**src/rtl/sync_hunt_pkg.sv**
```systemverilog
`timescale 1ns/1ps
package sync_hunt_pkg;

    localparam int WIN_W    = 16;
    localparam int FILL_W   = $clog2(WIN_W + 1);
    localparam int CHAR_W   = 8;
    localparam int MIN_CHAR = 5;
    localparam int CNT_W    = $clog2(CHAR_W);

    typedef enum logic [1:0] {
        LEN_6  = 2'd0,
        LEN_8  = 2'd1,
        LEN_12 = 2'd2,
        LEN_16 = 2'd3
    } sync_len_e;

    typedef struct packed {
        logic      ext;
        sync_len_e len;
    } rx_mode_t;

    typedef struct packed {
        logic [WIN_W-1:0] pat;
        logic [WIN_W-1:0] mask;
    } sync_ref_t;

    function automatic rx_mode_t decode_mode(input logic [1:0] sel, input logic xbit);
        rx_mode_t m;
        m.ext = &sel;
        if (sel[0]) m.len = xbit ? LEN_12 : LEN_16;
        else        m.len = xbit ? LEN_6  : LEN_8;
        return m;
    endfunction

    function automatic int unsigned len_bits(input sync_len_e len);
        case (len)
            LEN_6:   return 6;
            LEN_8:   return 8;
            LEN_12:  return 12;
            default: return 16;
        endcase
    endfunction

    // Pattern is placed at the top of the window: window bit WIN_W-N+i holds pattern bit i.
    function automatic sync_ref_t build_ref(input sync_len_e len,
                                            input logic [7:0] hi,
                                            input logic [7:0] lo);
        sync_ref_t r;
        logic [WIN_W-1:0] raw;
        int unsigned n;
        n = len_bits(len);
        case (len)
            LEN_6:   raw = {10'd0, hi[7:2]};
            LEN_8:   raw = {8'd0, hi};
            LEN_12:  raw = {4'd0, hi, lo[7:4]};
            default: raw = {hi, lo};
        endcase
        r.pat  = raw << (WIN_W - n);
        r.mask = {WIN_W{1'b1}} << (WIN_W - n);
        return r;
    endfunction

endpackage

```
**src/rtl/shr_window.sv**
```systemverilog
`timescale 1ns/1ps
module shr_window
    import sync_hunt_pkg::*;
(
    input  logic              clk,
    input  logic              rst,
    input  logic              bit_en,
    input  logic              clear,
    input  logic              rx_bit,
    output logic [WIN_W-1:0]  win_next,
    output logic [FILL_W-1:0] fill
);
    logic [WIN_W-1:0] sh_q;

    // Newest bit enters at the top; the oldest bit of an N-bit window sits lowest.
    assign win_next = {rx_bit, sh_q[WIN_W-1:1]};

    always_ff @(posedge clk) begin
        if (rst) begin
            sh_q <= '0;
            fill <= '0;
        end else if (clear) begin
            fill <= '0;
        end else if (bit_en) begin
            sh_q <= win_next;
            if (fill != FILL_W'(WIN_W)) fill <= fill + 1'b1;
        end
    end
endmodule

```
**src/rtl/sync_cmp.sv**
```systemverilog
`timescale 1ns/1ps
module sync_cmp
    import sync_hunt_pkg::*;
(
    input  sync_len_e         len,
    input  logic [7:0]        pat_hi,
    input  logic [7:0]        pat_lo,
    input  logic [WIN_W-1:0]  win,
    input  logic [FILL_W-1:0] fill,
    output logic              hit
);
    sync_ref_t        ref_w;
    logic [WIN_W-1:0] diff;
    logic [FILL_W-1:0] need;
    logic             enough;

    always_comb begin
        ref_w  = build_ref(len, pat_hi, pat_lo);
        diff   = (win ^ ref_w.pat) & ref_w.mask;
        need   = FILL_W'(len_bits(len) - 1);
        enough = (fill >= need);
        hit    = enough && (diff == '0);
    end
endmodule

```
**src/rtl/char_asm.sv**
```systemverilog
`timescale 1ns/1ps
module char_asm
    import sync_hunt_pkg::*;
(
    input  logic              clk,
    input  logic              rst,
    input  logic              clear,
    input  logic              bit_en,
    input  logic              rx_bit,
    input  logic [1:0]        width_sel,
    output logic [CHAR_W-1:0] data,
    output logic              valid
);
    logic [CNT_W-1:0]  cnt_q;
    logic [CHAR_W-1:0] acc_q;
    logic [CHAR_W-1:0] acc_next;
    logic [CNT_W-1:0]  last_idx;

    assign last_idx = CNT_W'(MIN_CHAR - 1) + CNT_W'(width_sel);

    always_comb begin
        acc_next        = acc_q;
        acc_next[cnt_q] = rx_bit;
    end

    always_ff @(posedge clk) begin
        if (rst) begin
            cnt_q <= '0;
            acc_q <= '0;
            data  <= '0;
            valid <= 1'b0;
        end else begin
            valid <= 1'b0;
            if (clear) begin
                cnt_q <= '0;
                acc_q <= '0;
            end else if (bit_en) begin
                if (cnt_q == last_idx) begin
                    data  <= acc_next;
                    valid <= 1'b1;
                    cnt_q <= '0;
                    acc_q <= '0;
                end else begin
                    acc_q <= acc_next;
                    cnt_q <= cnt_q + 1'b1;
                end
            end
        end
    end
endmodule

```
**src/rtl/sync_hunt_rx.sv**
```systemverilog
`timescale 1ns/1ps
module sync_hunt_rx
    import sync_hunt_pkg::*;
(
    input  logic        clk,
    input  logic        rst,
    input  logic        rx_en,
    input  logic        rx_bit,
    input  logic [1:0]  mode_sel,
    input  logic        len_x,
    input  logic [7:0]  pat_hi,
    input  logic [7:0]  pat_lo,
    input  logic [1:0]  char_bits,
    input  logic        ext_sync_n,
    input  logic        enter_hunt,
    output logic        hunting,
    output logic        sync_det,
    output logic        sync_stat,
    output logic [7:0]  char_data,
    output logic        char_valid
);
    rx_mode_t          mode;
    logic [WIN_W-1:0]  win_next;
    logic [FILL_W-1:0] fill;
    logic              hit;
    logic              found;
    logic              asm_clear;
    logic              asm_en;

    assign mode = decode_mode(mode_sel, len_x);

    shr_window u_win (
        .clk      (clk),
        .rst      (rst),
        .bit_en   (rx_en),
        .clear    (enter_hunt),
        .rx_bit   (rx_bit),
        .win_next (win_next),
        .fill     (fill)
    );

    sync_cmp u_cmp (
        .len    (mode.len),
        .pat_hi (pat_hi),
        .pat_lo (pat_lo),
        .win    (win_next),
        .fill   (fill),
        .hit    (hit)
    );

    assign found = mode.ext ? !ext_sync_n : hit;

    always_ff @(posedge clk) begin
        if (rst) begin
            hunting  <= 1'b1;
            sync_det <= 1'b0;
        end else begin
            sync_det <= 1'b0;
            if (enter_hunt) begin
                hunting <= 1'b1;
            end else if (rx_en && hunting && found) begin
                hunting  <= 1'b0;
                sync_det <= 1'b1;
            end
        end
    end

    assign asm_clear = enter_hunt || hunting;
    assign asm_en    = rx_en && !hunting;

    char_asm u_asm (
        .clk       (clk),
        .rst       (rst),
        .clear     (asm_clear),
        .bit_en    (asm_en),
        .rx_bit    (rx_bit),
        .width_sel (char_bits),
        .data      (char_data),
        .valid     (char_valid)
    );

    assign sync_stat = mode.ext ? ext_sync_n : hunting;
endmodule

```
**config.mk**
```make
export PLATFORM = sky130hd
export DESIGN_NAME = sync_hunt_rx
export DESIGN_NICKNAME = d
export VERILOG_FILES = /design/src/rtl/sync_hunt_pkg.sv /design/src/rtl/shr_window.sv /design/src/rtl/sync_cmp.sv /design/src/rtl/char_asm.sv /design/src/rtl/sync_hunt_rx.sv
export SDC_FILE = /design/constraint.sdc
export NUM_CORES = 1
export LEC_CHECK = 0
export BUFFER_PORTS_ARGS = -buffer_cell sky130_fd_sc_hd__buf_2
export CAP_MARGIN = 10
export CORE_ASPECT_RATIO = 1.1
export CORE_MARGIN = 4
export CORE_UTILIZATION = 50
export DETAILED_ROUTE_END_ITERATION = 6
export GPL_TIMING_DRIVEN = 0
export PLACE_DENSITY = 0.7
export SETUP_SLACK_MARGIN = 0.05
export SYNTH_ARGS = -nofsm -noshare
export SYNTH_HDL_FRONTEND = slang
export SYNTH_HIERARCHICAL = 1
export SYNTH_SLANG_ARGS = --single-unit
```
**constraint.sdc**
```tcl
create_clock -name clk -period 10.3 [get_ports clk]
set_input_delay 2.06 -clock clk [delete_from_list [all_inputs] [get_ports clk]]
set_output_delay 2.06 -clock clk [all_outputs]
set_load 0.03 [all_outputs]
```
Word level (Yosys, flattened, before mapping)

Index checks and enable logic that the tools add are counted.

Input bits: 27
Output and inout port bits: 12
Logic and storage cells: 58
Bits in registers: 43

Multiplexer cells: 14
Equal/unequal tests: 4
$lt $le $gt $ge: 3
Bitwise gates (word level): 5
Reductions and logical operators: 17
Shift-type cells: 2
Add/sub/neg operators: 5

Operators by type and width:

| cell                                                                          | count |
|---|---|
| 16-bit one-hot mux with 3 select lines                                        | 1 |
| 16-bit by 32-bit << shifter with 16-bit output                                | 1 |
| 16-bit by 32-bit << shifter with 16-bit output (first input constant)         | 1 |
| 16-bit bitwise AND                                                            | 1 |
| 16-bit zero test                                                              | 1 |
| 16-bit XOR                                                                    | 1 |
| 5-bit one-hot mux with 3 select lines                                         | 1 |
| 8-bit bitwise mux                                                             | 1 |
| 8-bit two-way mux                                                             | 1 |
| 1-bit two-way mux                                                             | 7 |
| 2-bit AND reduction                                                           | 3 |
| 5-bit by 5-bit subtractor with 6-bit output (first input constant)            | 1 |
| 5-bit by 1-bit adder with 5-bit output (second input constant)                | 1 |
| 5-bit >= comparator                                                           | 1 |
| 1-bit logical AND                                                             | 5 |
| 5-bit inequality test (second input constant)                                 | 1 |
| 5-bit by 1-bit subtractor with 5-bit output (second input constant)           | 1 |
| 3-bit by 4-bit less-than comparator with 1-bit output (second input constant) | 1 |
| 2-bit OR reduction                                                            | 2 |
| 3-bit by 1-bit adder with 3-bit output (second input constant)                | 1 |
| 3-bit by 2-bit adder with 3-bit output (first input constant)                 | 1 |
| 1-bit demux with 3-bit select                                                 | 1 |
| 3-bit == test                                                                 | 1 |
| 3-bit by 1-bit >= comparator with 1-bit output (second input constant)        | 1 |
| 10 further kinds                                                              | 13 |

Depth between registers and ports, before layout

Depth in word-level cells: 13
Depth in mapped cells: 17
Gate-level depth less buffers: 15

Cells and area by module

Netlist, hierarchy kept.

By module, submodules not included:

| module       | times used | area each (um2) | cells an instance | seq. area each (um2) |
|---|---|---|---|---|
| sync_cmp     | 1          | 1350.0          | 191               | 0.0 |
| char_asm     | 1          | 1008.5          | 107               | 400.4 |
| shr_window   | 1          | 783.3           | 95                | 400.4 |
| sync_hunt_rx | 1          | 105.1           | 11                | 40.0 |

Least setup slack after synthesis

No wires, ideal clock.

Path type: input port to flip-flop
Start point: input len_x
End point: register hunting
Arrival: 4.892 ns
Setup time: 0.120 ns
Stages on the path: 16
Setup slack: 5.289 ns
Cells stage by stage: inv_1 inv_1 ha_1 or2_2 o221ai_2 inv_1 clkbuf_1 ha_1 nand2_1 o21ai_0 o21ai_0 a21oi_1 o2111ai_1 nor4_2 a31oi_1 a211o_1

Cells in the longest elaborated chain, start to end: 12
Elaborated cells on any way between the ends: 19

Ends and longest elaborated chain:

| item                                           | RTL line                                 | text |
|---|---|---|
| start, declared                                | sync_hunt_rx.sv:10                       | `input logic len_x,` |
| 1-bit two-way mux                              | sync_hunt_pkg.sv:30, sync_hunt_pkg.sv:31 |  |
| 2-bit two-way mux *                            | sync_hunt_pkg.sv:30                      | `if (sel[0]) m.len = xbit ? LEN_12 : LEN_16;` |
| 2-bit == test, or another cell as far along    | sync_hunt_pkg.sv:36, sync_hunt_pkg.sv:52 |  |
| 5-bit one-hot mux with 3 select lines          | sync_hunt_pkg.sv:36                      | `case (len)` |
| 5-bit by 5-bit subtractor with 6-bit output    | sync_hunt_pkg.sv:58, sync_hunt_pkg.sv:59 |  |
| 16-bit by 32-bit << shifter with 16-bit output | sync_hunt_pkg.sv:58                      | `r.pat = raw << (WIN_W - n);` |
| 16-bit XOR                                     | sync_cmp.sv:19                           | `diff = (win ^ ref_w.pat) & ref_w.mask;` |
| 16-bit bitwise AND                             | sync_cmp.sv:19                           |  |
| 16-bit zero test                               | sync_cmp.sv:22                           | `hit = enough && (diff == '0);` |
| 1-bit logical AND *                            | sync_cmp.sv:22                           |  |
| named net hit                                  | sync_hunt_rx.sv:25                       | `logic hit;` |
| 1-bit two-way mux *                            | sync_hunt_rx.sv:51                       | `assign found = mode.ext ? !ext_sync_n : hit;` |
| 1-bit logical AND *                            | sync_hunt_rx.sv:61                       | `end else if (rx_en && hunting && found) begin` |
| end signal, assigned                           | sync_hunt_rx.sv:55                       | `hunting <= 1'b1;` |
| end signal, assigned                           | sync_hunt_rx.sv:60                       | `hunting <= 1'b1;` |
| end signal, assigned                           | sync_hunt_rx.sv:62                       | `hunting <= 1'b0;` |
| end, declared                                  | sync_hunt_rx.sv:16                       | `output logic hunting,` |

The timed path passes the listed nets; every way through them passes the cells marked *.
A chain may end at the register's enable or synchronous reset.

==> impl.org <==
** Detailed routing
- Before antenna repair, the detailed router went through 7 iterations.
- Overall via count from detail_route :: 3,213
- Detailed-route wire length :: 8770 um
- WL/cell :: 16.5 um
- The first routing iteration left 249 violations.
- In this run the remaining antenna-violating nets after routing total 0.
- For this run, design rule violations remaining after detail routing come to 1.
- Dividing the detail-routed via count by the number of cells gives 6.06.

** GRT
- In the global route stage, met2 resource usage came out at 37.7%.
- Overall fraction of global-route tracks in use :: 22.3%
- The layer flagged by global routing as most heavily used is met2.
- For this run, global-route usage on met3 was measured as 3.47%.
- First-pass GRT wire length :: 14,400 um
- Pin count of the biggest net entering global routing :: 16
- The number of global-route vias before repair is 3,048.
- For this run the aggregate overflow at the end of global routing stands at 0.
- In the global route stage, met1 resource usage came out at 28.8%.
- The initial antenna violation count was 0.

** Clock tree
- For this design, the sink count on the clock tree is 42.
- CTS tree :: done
- Source-to-sink clock delay at the later pin of the worst-skew pair :: 0.30 ns
- Clock H-tree levels :: 2
- Inserted Clock Buffers :: 5
- CTS resizes :: 0
- Cell at the root of the clock tree :: sky130_fd_sc_hd__clkbuf_8
- Bufs on Longest Clock Path :: 2
- In this run the post-CTS setup repair buffer count came out at 0.
- Clock-pin slew on the worst setup and hold paths :: 0.09 ns
- In this run, post-CTS hold repair placed 0 buffers.

** Outcome
- Failing checks :: design-rule violations
- Status :: complete, but fails checks

** Synth
- Counting flops with a built-in enable in the synthesized netlist gives 0.
- Top area cells in the synthesized netlist :: sky130_fd_sc_hd__dfxtp_1 (26%), sky130_fd_sc_hd__nand2_1 (6.1%), sky130_fd_sc_hd__a21oi_1 (6.0%)
- In this run the cell area of the synthesized design comes to 3250 um2.
- Top cells by count, synth :: sky130_fd_sc_hd__nand2_1 (53), sky130_fd_sc_hd__dfxtp_1 (42), sky130_fd_sc_hd__a21oi_1 (39), sky130_fd_sc_hd__nor2_1 (26), sky130_fd_sc_hd__ha_1 (14)
- During synthesis, Yosys emitted a total of 6 warnings.
- By instance count, the leading cell after synthesis is sky130_fd_sc_hd__nand2_1.
- Top_reg_cell synth :: sky130_fd_sc_hd__dfxtp_1
- Cell taking the most area after synthesis :: sky130_fd_sc_hd__dfxtp_1
- Number of register bits inferred by synthesis :: 42
- In this run the biggest area consumer among cell types represents 25.9% of the synthesized area.
- Yosys mapped the design onto 63 distinct sky130hd cell types.
- After synthesis, the mean cell area works out to 8.04 um2.
- Counting every instance in the synthesized netlist gives 404.
- For this run, asynchronously set or reset flops after synthesis account for 0%.
- Sequential cells were found to cover 25.9% of the synthesized design area.
- The number of nets in the synthesized netlist is 445.

** Final layout
- In the final layout, the share of cells above drive strength 1 is 20.0%.
- Counting the fill cells in the layout gives 607.
- The net count of the finished layout is 490.
- Count of placed standard cells in the final layout, fillers left out :: 530
- Final core utilization :: 58.7%
- The repair_antennas step left the layout with diodes totalling 0.
- From synthesis to final layout, the design area changed by 12.6%.
- Finished layout cell area :: 3650 um2

** Placed design
- Port buffering added 38 buffers.
- Pre-CTS worst setup slack :: 4.20 ns
- Once detailed placement completed, the half-perimeter wirelength came to 6620 um.
- Cell Count Post-Placement :: 522
- Placed instance area :: 3540 um2
- Routability Congestion :: 0.979

** Critical path
- Traced cell by cell, the critical path runs through buf_2 > inv_1 > inv_1 > ha_1 > or2_2 > o221ai_2 > inv_1 > clkbuf_1 > ha_1 > nand2_1 > o21ai_0 > o21ai_0 > a21oi_1 > o2111ai_1 > nor4_2 > a31oi_1 > a211o_1.
- Data on the critical path is required at its endpoint by 10.49 ns.
- The critical path starts at len_x.
- Data arrival time of the worst path :: 6.10 ns
- Among all stages on the critical path, the largest delay is contributed by sky130_fd_sc_hd__ha_1.
- For flop-to-flop paths, the worst setup slack is 7.69 ns.
- In this run the worst path has a maximum fanout of 10.
- Max stage delay on crit path :: 0.43 ns
- Dominant cell type by count on the critical path :: sky130_fd_sc_hd__inv_1
- The worst setup path is captured at a flip-flop.
- Reg-to-Reg End :: hunting
- The critical path in this run is classified as input pin to flip-flop.
- Measured in cells, the most critical reg-to-reg path has a length of 10.
- The worst setup path is launched from an input pin.
- In this run the critical register-to-register path is launched from u_win/fill[1].

** Timing
- Worst Setup Slack, final :: 4.39 ns
- Clock skew :: 0.0120 ns
- Setup repair after global routing missed its margin :: no
- After layout, the worst path uses 57.4% of the clock period.
- Measured against its own limit, the worst slew margin works out to 61.2%.
- The count of final hold-check violations came to 0.
- Sum Neg Setup Slack :: 0 ns
- Final setup vio count :: 0
- At the pin with the least slew margin, the transition time is 0.578 ns.
- Final number of max-transition violations :: 0
- Final hold analysis gives a worst-case slack of 0.471 ns.
- Highest attainable clock frequency :: 0.169 GHz
- Minimum period implied by the final worst setup slack :: 5.91 ns

** Min path
- The worst hold path passes through 2 cells.
- The startpoint identified for the worst hold timing path is u_asm/acc_q[3].
- The worst hold path terminates at u_asm/acc_q[3].
- The worst hold path belongs to the class flip-flop to flip-flop.

** Die
- Die outline height :: 92.5 um
- Core area :: 6230 um2
- Ports placed on the boundary :: 39
- Die area :: 7850 um2
- The initialized floorplan defines 30 standard-cell rows.
- For this configuration, the core starts out at a cell density of 52.1%.
- Width of the die :: 84.8 um

** Pwr
- Worst supply voltage drop on vdd :: 0.0796 mV
- Power consumption :: 0.393 mW
- In this run the static leakage power is 1.34 nW.
- In this run the power density over the cells is 107 nW/um2.

** Job
- Max-capacitance violation count :: 0
-- where the power goes --
group | switching (mW) | internal, mW | total (mW)
Combinational | 0.0573 | 0.0359 | 0.0932
Sequential | 0.000701 | 0.163 | 0.164
Clock | 0.0620 | 0.0739 | 0.136
Total | 0.120 | 0.273 | 0.393
-- metal layers --
layer / wire length (um) / up-vias
met2: 4260 / 143
met1: 3840 / 1476
met4: 162 / 0
met3: 513 / 16
met5: 0 / -
li1: - / 1578
-- placed cells by master, fill, tap and decap left out, drive strengths merged, types with 4 or more instances in the layout --
cell	n
nor3	8
a222oi	6
o31ai	4
a221oi	4
nand3b	8
a31oi	4
nand4	4
buf	55
clkbuf	15
mux2i	10
mux2	12
o211ai	9
nand3	13
nand2	53
ha	14
nor4	5
dfxtp	42
inv	10
xor2	7
a21oi	39
a22oi	4
nor3b	4
nor2	26
xnor2	10
nor2b	11
a211oi	11
nand2b	9
o21ai	7
-- flip-flops by register name, indices dropped and copies added, names as in the netlist --
| register | count |
|---|---|
| hunting | 1 |
| sync_det | 1 |
| u_asm/acc_q | 8 |
| u_asm/cnt_q | 3 |
| u_asm/data | 8 |
| u_asm/valid | 1 |
| u_win/fill | 5 |
| u_win/sh_q | 15 |
-- critical path, delay by kind of cell --
| family | cells | cell delay (ns) |
|---|---|---|
| compound gates | 7 | 1.61 |
| buf+inv | 5 | 0.82 |
| simple gates | 3 | 0.81 |
| fa+ha+maj | 2 | 0.79 |
-- final cells by class --
| type | count | area, um2 | share of cell area (%) |
|---|---|---|---|
| sequential | 42 | 841 | 23.0 |
| multi-input combinational | 324 | 2220 | 60.9 |
| clock inverter | 3 | 48.8 | 1.34 |
| buffer | 27 | 140 | 3.83 |
| timing repair buffer | 38 | 190 | 5.20 |
| inverter | 11 | 41.3 | 1.13 |
| tap | 80 | 100 | 2.74 |
| clock buffer | 5 | 68.8 | 1.88 |
-- logic make-up after synthesis --
| kind of cell | share of synthesized area (%) |
|---|---|
| AO/OA/AOI/OAI | 24.0 |
| XOR/XNOR | 5.16 |
| adder cells (fa/ha/maj) | 5.40 |
| buffers and inverters | 5.59 |
| flip-flops | 25.9 |
| multiplexers | 8.63 |
| AND/OR/NAND/NOR | 25.3 |
-- worst max path at each step --
stage                to  slack, ns  cells after the start
2_1_floorplan   hunting       5.29                     16
3_3_place_gp    hunting       4.33                     17
3_5_place_dp    hunting       4.20                     17
4_1_cts         hunting       4.47                     17
5_1_grt        sync_det       4.26                     17
6_report        hunting       4.39                     17
(Power assumes the default switching activity.)
